### src/rtl/rc_pkg.sv
// Shared bit positions, reset value and flag record for the reset-cause block.
package rc_pkg;
    localparam int BIT_IRQ = 7;
    localparam int BIT_WDR = 6;
    localparam int BIT_BUS = 5;
    localparam int BIT_POR = 4;
    localparam int BIT_GIE = 2;

    typedef struct packed {
        logic irq;
        logic wdr;
        logic bus;
        logic por;
        logic gie;
    } rc_flags_t;

    localparam rc_flags_t FLAGS_POR = '{irq: 1'b0, wdr: 1'b0, bus: 1'b0, por: 1'b1, gie: 1'b0};
endpackage

### src/rtl/rc_wdt.sv
// Watchdog counter. It counts time-base ticks and raises a one-cycle fire
// pulse when TIMEOUT_TICKS ticks pass with no kick.
// Assumes: tick is a single-cycle pulse and TIMEOUT_TICKS >= 1.
module rc_wdt #(
    parameter int TIMEOUT_TICKS = 8
) (
    input  logic clk,
    input  logic rst_n,
    input  logic tick,
    input  logic kick,
    output logic fire
);
    localparam int CW = $clog2(TIMEOUT_TICKS + 1);
    localparam logic [CW-1:0] LAST = CW'(TIMEOUT_TICKS - 1);

    logic [CW-1:0] cnt_q;
    logic          fire_q;

    // Advance, restart or expire the count; a kick beats a tick.
    always_ff @(posedge clk) begin
        if (!rst_n) begin
            cnt_q  <= '0;
            fire_q <= 1'b0;
        end else begin
            fire_q <= 1'b0;
            if (fire_q || kick) begin
                cnt_q <= '0;
            end else if (tick) begin
                if (cnt_q == LAST) begin
                    cnt_q  <= '0;
                    fire_q <= 1'b1;
                end else begin
                    cnt_q <= cnt_q + 1'b1;
                end
            end
        end
    end

    assign fire = fire_q;


    fire_single_pulse_chk: assert property (@(posedge clk) disable iff (!rst_n)
        fire_q |=> !fire_q);


    kick_blocks_fire_chk: assert property (@(posedge clk) disable iff (!rst_n)
        kick |=> !fire_q);


    count_in_range_chk: assert property (@(posedge clk) disable iff (!rst_n)
        cnt_q <= LAST);
endmodule

### src/rtl/rc_status_reg.sv
// Status word holding the reset-cause flags, the sticky bus-reset flag and
// registered mirrors of the pending-interrupt and global-enable inputs.
// Assumes: wdt_fire is a one-cycle pulse from the watchdog.
module rc_status_reg
    import rc_pkg::*;
(
    input  logic       clk,
    input  logic       rst_n,
    input  logic       wdt_fire,
    input  logic       bus_evt,
    input  logic       irq_in,
    input  logic       gie_in,
    input  logic       wr_en,
    input  logic [7:0] wr_data,
    output logic [7:0] status
);
    rc_flags_t flags_q;
    logic      clr_wdr, clr_bus, clr_por;

    // Write-zero-to-clear decode for the sticky flags.
    always_comb begin
        clr_wdr = wr_en && !wr_data[BIT_WDR];
        clr_bus = wr_en && !wr_data[BIT_BUS];
        clr_por = wr_en && !wr_data[BIT_POR];
    end

    // Update flags: power-on first, then watchdog reset, then normal run.
    always_ff @(posedge clk) begin
        if (!rst_n) begin
            flags_q <= FLAGS_POR;
        end else if (wdt_fire) begin
            flags_q.irq <= 1'b0;
            flags_q.gie <= 1'b0;
            flags_q.wdr <= 1'b1;
            flags_q.bus <= flags_q.bus || bus_evt;
        end else begin
            flags_q.irq <= irq_in;
            flags_q.gie <= gie_in;
            flags_q.wdr <= flags_q.wdr && !clr_wdr;
            flags_q.por <= flags_q.por && !clr_por;
            flags_q.bus <= bus_evt || (flags_q.bus && !clr_bus);
        end
    end

    // Pack the flags into the status word.
    assign status = {flags_q.irq, flags_q.wdr, flags_q.bus, flags_q.por,
                     1'b0, flags_q.gie, 1'b0, 1'b1};


    wdr_marks_chk: assert property (@(posedge clk) disable iff (!rst_n)
        wdt_fire |=> status[BIT_WDR] && !status[BIT_IRQ] && !status[BIT_GIE]);


    wdr_keeps_por_chk: assert property (@(posedge clk) disable iff (!rst_n)
        wdt_fire |=> status[BIT_POR] == $past(status[BIT_POR]));


    bus_sets_chk: assert property (@(posedge clk) disable iff (!rst_n)
        bus_evt |=> status[BIT_BUS]);


    por_never_rises_chk: assert property (@(posedge clk) disable iff (!rst_n)
        !$rose(status[BIT_POR]));


    wdr_rise_needs_fire_chk: assert property (@(posedge clk) disable iff (!rst_n)
        $rose(status[BIT_WDR]) |-> $past(wdt_fire));
endmodule

### src/rtl/rc_reset_cause.sv
// Top of the reset-cause block: a watchdog counter feeding the status word.
// Assumes: rst_n is the synchronous power-on reset; the watchdog request is
// returned to the system, and this block records it on its own.
module rc_reset_cause #(
    parameter int TIMEOUT_TICKS = 8
) (
    input  logic       clk,
    input  logic       rst_n,
    input  logic       tick_i,
    input  logic       wdt_kick_i,
    input  logic       bus_rst_i,
    input  logic       irq_pend_i,
    input  logic       gie_i,
    input  logic       wr_en_i,
    input  logic [7:0] wr_data_i,
    output logic [7:0] status_o,
    output logic       wdt_rst_o
);
    logic fire;

    rc_wdt #(.TIMEOUT_TICKS(TIMEOUT_TICKS)) u_wdt (
        .clk   (clk),
        .rst_n (rst_n),
        .tick  (tick_i),
        .kick  (wdt_kick_i),
        .fire  (fire)
    );

    rc_status_reg u_status (
        .clk      (clk),
        .rst_n    (rst_n),
        .wdt_fire (fire),
        .bus_evt  (bus_rst_i),
        .irq_in   (irq_pend_i),
        .gie_in   (gie_i),
        .wr_en    (wr_en_i),
        .wr_data  (wr_data_i),
        .status   (status_o)
    );

    assign wdt_rst_o = fire;


    reset_quiet_chk: assert property (@(posedge clk)
        !rst_n |=> !wdt_rst_o);
endmodule

### config.mk
export PLATFORM = sky130hd
export DESIGN_NAME = rc_reset_cause
export DESIGN_NICKNAME = d
export VERILOG_FILES = /design/src/rtl/rc_pkg.sv /design/src/rtl/rc_wdt.sv /design/src/rtl/rc_status_reg.sv /design/src/rtl/rc_reset_cause.sv
export SDC_FILE = /design/constraint.sdc
export NUM_CORES = 1
export LEC_CHECK = 0
export BUFFER_PORTS_ARGS = -buffer_cell sky130_fd_sc_hd__buf_4
export CORE_AREA = 4 4 41 43
export CTS_CLUSTER_DIAMETER = 50
export CTS_CLUSTER_SIZE = 12
export DETAILED_ROUTE_END_ITERATION = 6
export DIE_AREA = 0 0 45 47
export GPL_TIMING_DRIVEN = 0
export SYNTH_ARGS = -nofsm -noshare
export SYNTH_HDL_FRONTEND = slang
export SYNTH_SLANG_ARGS = --single-unit
### constraint.sdc
create_clock -name clk -period 1.9 [get_ports clk]
set_input_delay 0.285 -clock clk [delete_from_list [all_inputs] [get_ports clk]]
set_output_delay 0.285 -clock clk [all_outputs]
set_load 0.01 [all_outputs]
# Word-level counts from Yosys, hierarchy flattened
# Index checks and enable logic that the tools add are counted.
# classes
add_sub_neg	1
eq_ne	1
n_mux	3
bitwise	2
reduce_logical	18
# ops
op	count
logical AND 1 bit	6
zero test 1 bit	6
adder 4 x 1 -> 4 bit, second input constant	1
== test 4 x 3 -> 1 bit, second input constant	1
two-way mux 4 bit	1
OR reduction 2 bit	2
logical OR 1 bit	3
OR reduction 3 bit	1
two-way mux 2 bit	1
NOT 1 bit	2
two-way mux 1 bit	1
# totals
reg_bits	10
in_bits	16
output_inout_bits	9
word_cells	32

# Depth between registers and ports, before layout
# logic_depth
word_depth	6
mapped_depth	4
mapped_depth_nobuf	4

# Cells and area by module
# A second synthesis with hierarchy kept.
# hier_totals
cells_unflattened	43
area_unflattened_um2	416.6
# modules_own_cells
mod	instances	cells_each	area_per_inst_um2	seq_area_each_um2
rc_wdt	1	22	210.2	100.1
rc_status_reg	1	21	206.4	100.1

# Least setup slack after synthesis
# OpenSTA, ideal clock, no wires.
# synth_path
path_kind	register to register
from	register u_wdt.cnt_q[0]
to	register u_wdt.cnt_q[3]
setup_time_ns	0.067
t_arrival_ns	0.962
required_time_ns	1.833
path_slack_ns	0.872
stages_incl_launch_ff	4
n_path_buf	0
synth_period_minus_slack_ns	1.028
path_cell_list	dfxtp_1 ha_1 or3_1 a21oi_2
# synth_between
elab_chain_len	2
elab_cells_between_ends	3
cone_classes	add/sub (1); eq/ne (1); mux (1)
# synth_lines
element	line_no	source
start, declared	rc_wdt.sv:16	logic [CW-1:0] cnt_q;
start signal, assigned	rc_wdt.sv:33	cnt_q <= cnt_q + 1'b1;
adder 4 x 1 -> 4 bit / == test 4 x 3 -> 1 bit (equally long branches)	rc_wdt.sv:33, rc_wdt.sv:29	
two-way mux 4 bit (*)	rc_wdt.sv:29	if (cnt_q == LAST) begin
# Every way passes the cells marked *; elsewhere a longest branch is shown, timed or not.
# A chain may end at the register's enable or synchronous reset.

# Worst setup path after layout
# layout_path
from	register u_wdt.cnt_q[0]
to	register u_wdt.fire_q (netlist: u_wdt.fire)
# layout_between
elab_chain_len	2
# layout_lines
element	line_no	source
== test 4 x 3 -> 1 bit	rc_wdt.sv:29	
two-way mux 1 bit	rc_wdt.sv:29	
end signal, assigned	rc_wdt.sv:23	fire_q <= 1'b0;
end signal, assigned	rc_wdt.sv:25	fire_q <= 1'b0;
end signal, assigned	rc_wdt.sv:31	fire_q <= 1'b1;
end, declared	rc_wdt.sv:17	logic fire_q;
# Every way passes these cells.

==> results by group <==
STA
  • Fmax: roughly 900 MHz
  • Hold Vio Cnt, Final: 0
  • Post-layout min period: 1.110 ns
  • Final number of setup-violating endpoints: 0
  • Max Slew Vio Count: 0
  • Hold WS: ~0.20 ns
  • Unrepaired setup endpoints after global routing: false
  • Setup_tns: 0 ns
  • Clock Skew: 0.003575 ns
  • Final period utilization: 58.43%
  • Post-layout worst setup margin: between 0.7 and 0.8 ns

Place
  • Final Wtd Congestion: approximately 0.65
  • Cell area after placement: between 500 and 600 µm²
  • Port Buffers: 16
  • Place WS: between 0.8 and 0.9 ns

Logic synthesis
  • Mapped cell area: 397.9 µm²
  • Post-Syn Instances: 41
  • Warnings, synthesis: 0
  • Yosys cell types: 20
  • Syn Area/Cell: 9.704 µm²
  • Synthesized flop and latch total: 10
  • Sequential-to-total area share from yosys stat: between 50% and 60%

Worst setup path
  • Data arrival, critical path: 1.31 ns
  • Crit. End Element: register
  • CP startpoint kind: register
  • Worst path required time: 2.10 ns
  • Kind of critical path: reg -> reg
  • Worst R2R Start: u_wdt.cnt_q[0]
  • R2R depth: 4
  • R2R Setup Slk: 0.79 ns
  • CP Max Fanout: 3
  • Crit Reg-Reg Endpoint: u_wdt.fire

Drt
  • Final WL: 701 µm
  • DR vias/cell: about 4.2
  • TritonRoute pass-1 iters: 2
  • Iteration-0 DRC Markers: 1
  • DRC: 0
  • Final ANT Viol Nets: 0
  • Avg WL per Cell: just over 9 µm
  • Vias post-DR: 321

Floorplanning
  • Ports: 25
  • Starting Density: 30.58%
  • Die area: ~0.0021 mm²
  • Die width: 45 µm
  • CORE AREA: 0.001301 mm²
  • Die Y: 47 µm
  • Row cnt: 13

GRT
  • Gr ovfl total: 0
  • Largest net degree at the start of global routing: 7
  • Aggregate global-route resource usage: just over 8%
  • Vias in the first global route: 299
  • First-pass GRT wire length: around 1200 µm
  • Initial antenna violation count: 0

Clock network
  • CTS HTree Levels: 1
  • CTS Sinks: 10
  • Post-CTS sizing: 0
  • CTS tree: done
  • Clk Latency, worst-skew pair: 0.26 ns
  • Num CTS Buffers: 3
  • Max clock buf depth: 2
  • Hold-fix buffers, CTS: 0
  • Reg clk slew, reported paths: 0.07 ns
  • Post-CTS setup buffers: 0
  • Clock root buffer master: clkbuf_4

Power
  • Maximum vdd drop: ~0.00031 V
  • Total Power: 457.1 µW
  • Power density cells: 792.4 mW/mm²
  • Leak pwr: 0.2614 nW

Finish
  • Seq. cell area: 200.2 µm²
  • Post-layout instance area: 576.8 µm²
  • Net count, final: 80
  • Multi-input logic area: between 150 and 200 µm²
  • Antenna cells: 0
  • Layout overhead on the synthesized area: 44.97%
  • # fillers: 147
  • Share of cells above drive strength 1: 38.71%

Worst hold path
  • Hold EP: u_status.status[4]
  • Hold Path Origin: rst_n
  • Hold Crit Class: in -> reg
  • Hold Path Cell Cnt: 2

Flow run
  • Max_cap viols: 0

Run status
  • Status: finished clean
## where the power goes
group	switching, mW	internal (mW)
Clock	0.0716	0.116
Sequential	0.00307	0.216
Combinational	0.0184	0.0314
## how the worst max path moves through the flow
stage	cells after the start	slack, ns	startpoint	to
4_1_cts	4	0.79	u_wdt.cnt_q[0]	u_wdt.fire
2_1_floorplan	3	0.87	u_wdt.cnt_q[0]	u_wdt.cnt_q[3]
5_1_grt	4	0.70	u_wdt.cnt_q[0]	u_wdt.fire
3_5_place_dp	4	0.82	u_wdt.cnt_q[0]	u_wdt.fire
6_report	4	0.79	u_wdt.cnt_q[0]	u_wdt.fire
3_3_place_gp	4	0.81	u_wdt.cnt_q[0]	u_wdt.fire
## stage by stage
step                      instances  utilization, %
after floorplan                  42               -
after global placement           73           41.54
after detailed placement         73           41.54
after CTS                        77           44.33
after global routing             77           44.33
final                            77           44.33
## flip-flops by register name (all words and copies together), names as in the netlist
signal,cells
u_wdt.fire,1
u_wdt.cnt_q,4
u_status.status,5
## cells in the mapped netlist
master,n,area share [%]
xor2_1,1,2.2
nor2b_1,3,4.7
nand2_1,3,2.8
conb_1,2,1.9
buf_4,3,5.7
or3_1,1,1.6
ha_1,1,3.1
a21oi_2,1,2.2
nand4_1,1,1.6
nor3b_1,1,1.9
mux2i_1,1,2.5
o21ai_0,1,1.3
o21a_1,2,3.8
a21oi_1,1,1.3
xnor2_1,1,2.2
and2_1,2,3.1
nor3_1,1,1.3
nand2b_1,3,4.7
nor2_1,2,1.9
dfxtp_1,10,50
## cell families (layout without fill, tap and decap cells)
logic type | Yosys count | count (layout) | share of synthesized area [%]
other cells | 2 | 3 | 1.887
simple gates | 17 | 17 | 23.59
compound gates | 5 | 5 | 8.487
flops | 10 | 10 | 50.31
fa+ha+maj | 1 | 1 | 3.144
mux | 1 | 1 | 2.516
buf+inv | 3 | 23 | 5.660
xor+xnor | 2 | 2 | 4.403
## cell type report
class                      instances  share of cell area (%)
multi-input combinational         29                   31.02
sequential                        10                   34.71
clock buffer                       4                   6.291
tap                               15                   3.254
timing repair buffer              16                   20.82
buffer                             3                   3.905
## layer usage
layer / share of wire, % / GRT usage (%) / up-vias
met3: 18 / 6.513 / 0
met4: 0 / 3.509 / 0
met1: 35 / 8.314 / 137
met5: 0 / 0 / -
li1: - / - / 168
met2: 47 / 12.43 / 16
## critical path, stage by stage (launching register included)
cell     delay [ns]
dfxtp_1        0.37
ha_1           0.18
nand2_1        0.08
nor3b_1        0.27
nor2b_1        0.16
## cells in the final DEF (no fill, tap or decap)
cell type	synthesis	routed
a21oi_1	1	1
a21oi_2	1	1
and2_1	2	2
buf_4	3	19
clkbuf_4	0	3
clkbuf_8	0	1
conb_1	2	3
dfxtp_1	10	10
ha_1	1	1
mux2i_1	1	1
nand2_1	3	3
nand2b_1	3	3
nand4_1	1	1
nor2_1	2	2
nor2b_1	3	3
nor3_1	1	1
nor3b_1	1	1
o21a_1	2	2
o21ai_0	1	1
or3_1	1	1
xnor2_1	1	1
xor2_1	1	1
Note: power is estimated with default switching activity, not from simulation.
